$ cat src/rtl/pmn_pkg.sv
package pmn_pkg;
  typedef struct packed {
    logic pause;
    logic half;
    logic slow;
  } pmn_req_t;

  localparam int unsigned PMN_LINES = 3;
  localparam int unsigned LN_SPD    = 0;
  localparam int unsigned LN_DUP    = 1;
  localparam int unsigned LN_LNK    = 2;
endpackage

$ cat src/rtl/pmn_ctrl_reg.sv
module pmn_ctrl_reg
  import pmn_pkg::*;
(
  input  logic     clk_i,
  input  logic     rst_ni,
  input  logic     wr_i,
  input  pmn_req_t req_i,
  input  logic     done_i,
  output pmn_req_t req_o,
  output logic     loaded_o
);
  pmn_req_t req_q;
  logic     loaded_q;

  always_ff @(posedge clk_i or negedge rst_ni) begin
    if (!rst_ni) begin
      req_q    <= '0;
      loaded_q <= 1'b0;
    end else begin
      if (wr_i) req_q <= req_i;
      if (done_i) loaded_q <= 1'b1; // sticky until reset
    end
  end

  assign req_o    = req_q;
  assign loaded_o = loaded_q;
endmodule

$ cat src/rtl/pmn_sync.sv
module pmn_sync #(
  parameter int unsigned STAGES = 2,
  parameter int unsigned WIDTH  = 3
) (
  input  logic             clk_i,
  input  logic             rst_ni,
  input  logic [WIDTH-1:0] d_i,
  output logic [WIDTH-1:0] q_o
);
  for (genvar b = 0; b < WIDTH; b++) begin : g_bit
    logic [STAGES-1:0] chain_q;
    always_ff @(posedge clk_i or negedge rst_ni) begin
      if (!rst_ni) chain_q <= '0;
      else if (STAGES == 1) chain_q <= d_i[b];
      else chain_q <= {chain_q[STAGES-2:0], d_i[b]};
    end
    assign q_o[b] = chain_q[STAGES-1];
  end
endmodule

$ cat src/rtl/pmn_status.sv
module pmn_status
  import pmn_pkg::*;
#(
  parameter int unsigned STAGES = 2
) (
  input  logic                 clk_i,
  input  logic                 rst_ni,
  input  logic [PMN_LINES-1:0] smp_i,
  output logic [PMN_LINES-1:0] st_o,
  output logic                 chg_o
);
  localparam int unsigned FILL = STAGES + 1;
  localparam int unsigned CW   = $clog2(FILL + 1);

  logic [PMN_LINES-1:0] st_q;
  logic [CW-1:0]        fill_q;
  logic                 chg_q;
  logic                 primed;
  logic                 mode_diff;

  // status already holds a real sample before this edge
  assign primed    = (fill_q == CW'(FILL));
  assign mode_diff = (smp_i[LN_SPD] != st_q[LN_SPD]) || (smp_i[LN_DUP] != st_q[LN_DUP]);

  always_ff @(posedge clk_i or negedge rst_ni) begin
    if (!rst_ni) begin
      st_q   <= '0;
      fill_q <= '0;
      chg_q  <= 1'b0;
    end else begin
      st_q  <= smp_i;
      chg_q <= primed && mode_diff;
      if (!primed) fill_q <= fill_q + 1'b1;
    end
  end

  assign st_o  = st_q;
  assign chg_o = chg_q;
endmodule

$ cat src/rtl/port_mode_negot.sv
module port_mode_negot
  import pmn_pkg::*;
#(
  parameter int unsigned SYNC_STAGES = 2
) (
  input  logic clk_i,
  input  logic rst_ni,
  input  logic cfg_wr_i,
  input  logic cfg_slow_i,
  input  logic cfg_half_i,
  input  logic cfg_pause_i,
  input  logic cfg_done_i,
  input  logic spd_line_i,
  input  logic dup_line_i,
  input  logic link_i,
  output logic spd_pull_o,
  output logic dup_pull_o,
  output logic phy_rst_no,
  output logic mac_fast_o,
  output logic mac_full_o,
  output logic mac_pause_o,
  output logic link_o,
  output logic mode_chg_o
);
  pmn_req_t             req_in, req_q;
  logic                 loaded;
  logic [PMN_LINES-1:0] pins, smp, st;

  assign req_in = '{pause: cfg_pause_i, half: cfg_half_i, slow: cfg_slow_i};

  pmn_ctrl_reg u_ctrl (
    .clk_i   (clk_i),
    .rst_ni  (rst_ni),
    .wr_i    (cfg_wr_i),
    .req_i   (req_in),
    .done_i  (cfg_done_i),
    .req_o   (req_q),
    .loaded_o(loaded)
  );

  assign pins[LN_SPD] = spd_line_i;
  assign pins[LN_DUP] = dup_line_i;
  assign pins[LN_LNK] = link_i;

  pmn_sync #(.STAGES(SYNC_STAGES), .WIDTH(PMN_LINES)) u_sync (
    .clk_i (clk_i),
    .rst_ni(rst_ni),
    .d_i   (pins),
    .q_o   (smp)
  );

  pmn_status #(.STAGES(SYNC_STAGES)) u_stat (
    .clk_i (clk_i),
    .rst_ni(rst_ni),
    .smp_i (smp),
    .st_o  (st),
    .chg_o (mode_chg_o)
  );

  // pause never reaches a line
  assign spd_pull_o  = req_q.slow;
  assign dup_pull_o  = req_q.half;
  assign mac_pause_o = req_q.pause;
  assign phy_rst_no  = loaded;
  assign mac_fast_o  = st[LN_SPD];
  assign mac_full_o  = st[LN_DUP];
  assign link_o      = st[LN_LNK];
endmodule

$ cat config.mk
export PLATFORM = sky130hd
export DESIGN_NAME = port_mode_negot
export DESIGN_NICKNAME = d
export VERILOG_FILES = /design/src/rtl/pmn_pkg.sv /design/src/rtl/pmn_ctrl_reg.sv /design/src/rtl/pmn_sync.sv /design/src/rtl/pmn_status.sv /design/src/rtl/port_mode_negot.sv
export SDC_FILE = /design/constraint.sdc
export NUM_CORES = 1
export LEC_CHECK = 0
export BUFFER_PORTS_ARGS = -buffer_cell sky130_fd_sc_hd__buf_2
export CORE_AREA = 2 2 39 41
export CTS_CLUSTER_DIAMETER = 40
export CTS_CLUSTER_SIZE = 30
export DETAILED_ROUTE_END_ITERATION = 16
export DIE_AREA = 0 0 41 43
export PLACE_DENSITY = 0.73
export SYNTH_ARGS = -nofsm -noshare
export SYNTH_HDL_FRONTEND = slang
export SYNTH_SLANG_ARGS = --single-unit
$ cat constraint.sdc
create_clock -name clk_i -period 1.4 [get_ports clk_i]
set_clock_uncertainty 0.05 [all_clocks]
set_input_delay 0.07 -clock clk_i [delete_from_list [all_inputs] [get_ports clk_i]]
set_output_delay 0.07 -clock clk_i [all_outputs]
set_load 0.01 [all_outputs]
# Word level (Yosys, flattened, before mapping)

Index checks and enable logic that the tools add are counted.

Add/sub/neg operators: 1
Equal/unequal tests: 3
Reductions and logical operators: 2

Operators by type and width:

| kind                                                          | count |
|---|---|
| 2-bit by 1-bit adder with 2-bit output, second input constant | 1 |
| 2-bit == test, second input constant                          | 1 |
| 1-bit inequality test                                         | 2 |
| 1-bit logical AND                                             | 1 |
| 1-bit logical OR                                              | 1 |

Flip-flop bits (word level): 16
Input port bits: 10

# Depth between registers and ports, before layout

Depth after elaboration: 3
Mapped depth: 2

# Hierarchy

A second synthesis with hierarchy kept.

Cell total of the unflattened synthesis: 29
Area total of the unflattened synthesis: 524.3 um^2

Modules (own cells, without submodules):

| module       | instances | cells an instance | area each (um^2) | seq. area each (um^2) |
|---|---|---|---|---|
| pmn_status   | 1         | 12                | 211.5            | 150.1 |
| pmn_sync     | 1         | 9                 | 172.7            | 150.1 |
| pmn_ctrl_reg | 1         | 8                 | 140.1            | 100.1 |

# Least setup slack after synthesis

Ideal clock, no wire load.

Path type: register to register
Start: reg u_stat.fill_q[0]
End: reg u_stat.fill_q[1]
Data arrival time: 0.893 ns
Setup slack: 0.333 ns
Stages on the path, launching flop included: 3
Clock period less this slack: 1.067 ns
Cell sequence: dfrtp_1 -> ha_1 -> mux2_2

Cells in the longest elaborated chain, start to end: 1

RTL lines:

| what                                                                           | RTL line                           | RTL |
|---|---|---|
| start, declared                                                                | pmn_status.sv:16                   | `logic [CW-1:0] fill_q;` |
| start signal, assigned                                                         | pmn_status.sv:33                   | `if (!primed) fill_q <= fill_q + 1'b1;` |
| 2-bit by 1-bit adder with 2-bit output / 2-bit == test (equally long branches) | pmn_status.sv:33, pmn_status.sv:22 |  |

Parallel ways exist; a longest one is shown, timed or not.
A chain may end at the register's enable or synchronous reset.

# Worst setup path after layout

Same ends and word-level chain as after synthesis.

==> flow_summary.json <==
{
  "die_w_um": 41,
  "synth_edf_count": 0,
  "yosys.area_share.simple_pct": 1.26,
  "cts_resized": 0,
  "gp_congestion": 0.603,
  "via_count": 303,
  "fmax_mhz": 905,
  "power.leakage_uw": 0.000328,
  "numCtsBuffers": 3,
  "grt_start_max_net_pins": 17,
  "synthMuxAreaShare_pct": 9.05,
  "cts_max_level": 1,
  "finalCriticalPeriod_ns": 1.11,
  "postSynthAreaPerCell_um2": 19.2,
  "syn_nets": 37,
  "crit_arrival_ns": 1.22,
  "antenna_found_initial": 0,
  "tightest_slew_ns": 0.335,
  "postSynthCellCount": 26,
  "relSlewSlack_pct": 77.7,
  "synth_area_um2": 498,
  "cts_tree": "yes",
  "ys_top_cells_by_count": "16 x dfrtp_1, 4 x mux2_2, 3 x xnor2_1",
  "synth_seq_cells": 16,
  "hold_path.class": "primary input to flip-flop",
  "route.antenna.remaining_nets": 0,
  "synth_top_family_by_area": "multiplexers",
  "drive_above_1_share_pct": 47.3,
  "cts.clk_slew.worst_paths_ns": 0.09,
  "whs_endpoint": "u_ctrl.req_o[0]",
  "ys_seq_area_share_pct": 80.4,
  "setup_slack_ns": 0.295,
  "design_area_um2": 719,
  "grt_pass1_wl_mm": 1.28,
  "r2r_setup_slack_ns": 0.29,
  "crit_path_start_kind": "flip-flop",
  "synthFlopType": "dfrtp_1",
  "dpl.hpwl_um": 479,
  "finalNetCount": 67,
  "grt_usage_pct": 11.8,
  "drt_first_pass_iters": 4,
  "synth_warnings": 0,
  "drt-total-wl_um": 733,
  "antennaDiodeCount": 0,
  "overflow": 0,
  "worstHoldStart": "cfg_wr_i",
  "register_area_um2": 400,
  "die-area_mm2": 0.00176,
  "drt_iter0_markers": 4,
  "via_per_inst": 4.27,
  "hold_viol": 0,
  "max-vdd-ir-drop_v": 0.000593,
  "maxCapViolations": 0,
  "maxSlewViolCount": 0,
  "core_area_mm2": 0.00138,
  "ff2ff_path_depth": 2,
  "powerDensity_mw_per_mm2": 1200,
  "yosys.area.top_type_share_pct": 80.4,
  "tns_ns": 0,
  "boundaryPins": 18,
  "rsz0062_at_grt": "false",
  "io_buffers": 17,
  "min_period_over_period_pct": 78.9,
  "setup_violations": 0,
  "area_growth_pct": 44.5,
  "r2r-start": "u_stat.fill_q[0]",
  "cp.required_ns": 1.52,
  "r2r-end": "u_stat.fill_q[1]",
  "place_ws_ns": 0.307,
  "whs_ns": 0.0438,
  "synthAdderAreaFrac_pct": 2.51,
  "wl_per_cell_um": 10.3,
  "synth_compound_area_share_pct": 1.51,
  "cts_max_path_buffers": 2,
  "die_h_um": 43,
  "synth-async-reset-ratio_pct": 100,
  "synthXorXnorAreaFrac_pct": 5.28,
  "end_kind": "flip-flop",
  "cpMaxStageDelayCell": "dfrtp_1",
  "cts.sinks": 16,
  "grt_pass1_vias": 293,
  "rows": 14,
  "status": "completed",
  "instances_no_fill": 71,
  "start_util_pct": 36.0,
  "holdPathStages": 2,
  "drc_errors": 0,
  "placedCellCount": 59,
  "critical_path.max_fanout": 2,
  "synth.distinct_cells": 6,
  "clk_latency_ns": 0.27,
  "yosys.area.top_type": "dfrtp_1",
  "multi_input_area_um2": 97.6,
  "placed_area_um2": 603,
  "path_class": "flip-flop to flip-flop",
  "crit_path_max_incr_delay_ns": 0.41,
  "fill_cells": 121,
  "synthTopCellsByArea": "dfrtp_1 80%, mux2_2 9.0%, xnor2_1 5.3%, ha_1 2.5%, a21boi_0 1.5%",
  "yosysMostFrequentCell": "dfrtp_1",
  "crit_chain": "ha_1 -> mux2_2",
  "cts_root_buf": "clkbuf_4"
}
[registers in the layout (all words and copies together) (netlist names)]
| register | flops |
|---|---|
| u_sync.g_bit.chain_q | 6 |
| u_ctrl.req_o | 3 |
| u_stat.st_o | 3 |
| u_stat.fill_q | 2 |
| u_ctrl.loaded_o | 1 |
| u_stat.chg_o | 1 |
[repair_timing]
| action | CTS | global route |
|---|---|---|
| hold buffers | 8 | 0 |
| buffers inserted | 0 | 0 |
| hold endpoints to repair | 23 | 0 |
[worst max-delay path by stage]
stage | start | end | slack (ns) | cells past startpoint
after detailed placement | u_stat.fill_q[0] | u_stat.fill_q[1] | 0.31 | 2
after CTS | u_stat.fill_q[0] | u_stat.fill_q[1] | 0.29 | 2
after global routing | u_stat.fill_q[0] | u_stat.fill_q[1] | 0.26 | 2
after global placement | u_stat.fill_q[0] | u_stat.fill_q[1] | 0.33 | 2
after floorplan | u_stat.fill_q[0] | u_stat.fill_q[1] | 0.33 | 2
final | u_stat.fill_q[0] | u_stat.fill_q[1] | 0.29 | 2
[layout by cell type, fill, tap and decap left out]
master         Yosys  routed
dfrtp_1           16      16
mux2_2             4       4
buf_2              0      17
dlygate4sd3_1      0       8
ha_1               1       1
xnor2_1            3       3
or2_2              1       1
a21boi_0           1       1
clkbuf_4           0       3
clkbuf_8           0       1
[cell families after synthesis]
group / Yosys count
multiplexers: 4
flip-flops: 16
AND/OR/NAND/NOR: 1
adder cells (fa/ha/maj): 1
XOR/XNOR: 3
AO/OA/AOI/OAI: 1
[final cells by class]
type	instances	share of cell area, %
clock buffer	4	5.04
multi-input combinational	10	13.6
tap	16	2.78
sequential	16	55.7
timing repair buffer	25	23.0
[through the flow]
step	utilization (%)	total power, uW
2_1_floorplan	-	528
3_3_place_gp	43.6	566
3_5_place_dp	43.6	568
4_1_cts	52.0	880
5_1_grt	52.0	918
6_report	52.0	863
[report_power, final]
part	total (uW)	switching [uW]	leakage [uW]	internal, uW
clock network	288	130	0.0000210	158
registers	496	9.78	0.000176	486
logic	78.5	32.6	0.000130	45.9
[critical path: cells and delay by family (launching register included)]
kind | cells | cell delay [ns]
multiplexers | 1 | 0.25
flip-flops | 1 | 0.41
adder cells (fa/ha/maj) | 1 | 0.29
[routing by layer]
metal  wire length [um]  part of all wire, %  vias to the layer above  GRT usage [%]
met5                  0                    0                        -              0
met1                287                   39                      150           14.9
met3                 50                  6.8                        0           4.71
met4                  0                    0                        0           8.00
met2                395                   54                       11           15.9
li1                   -                    -                      142              -
Note: power is estimated with default switching activity, not from simulation.
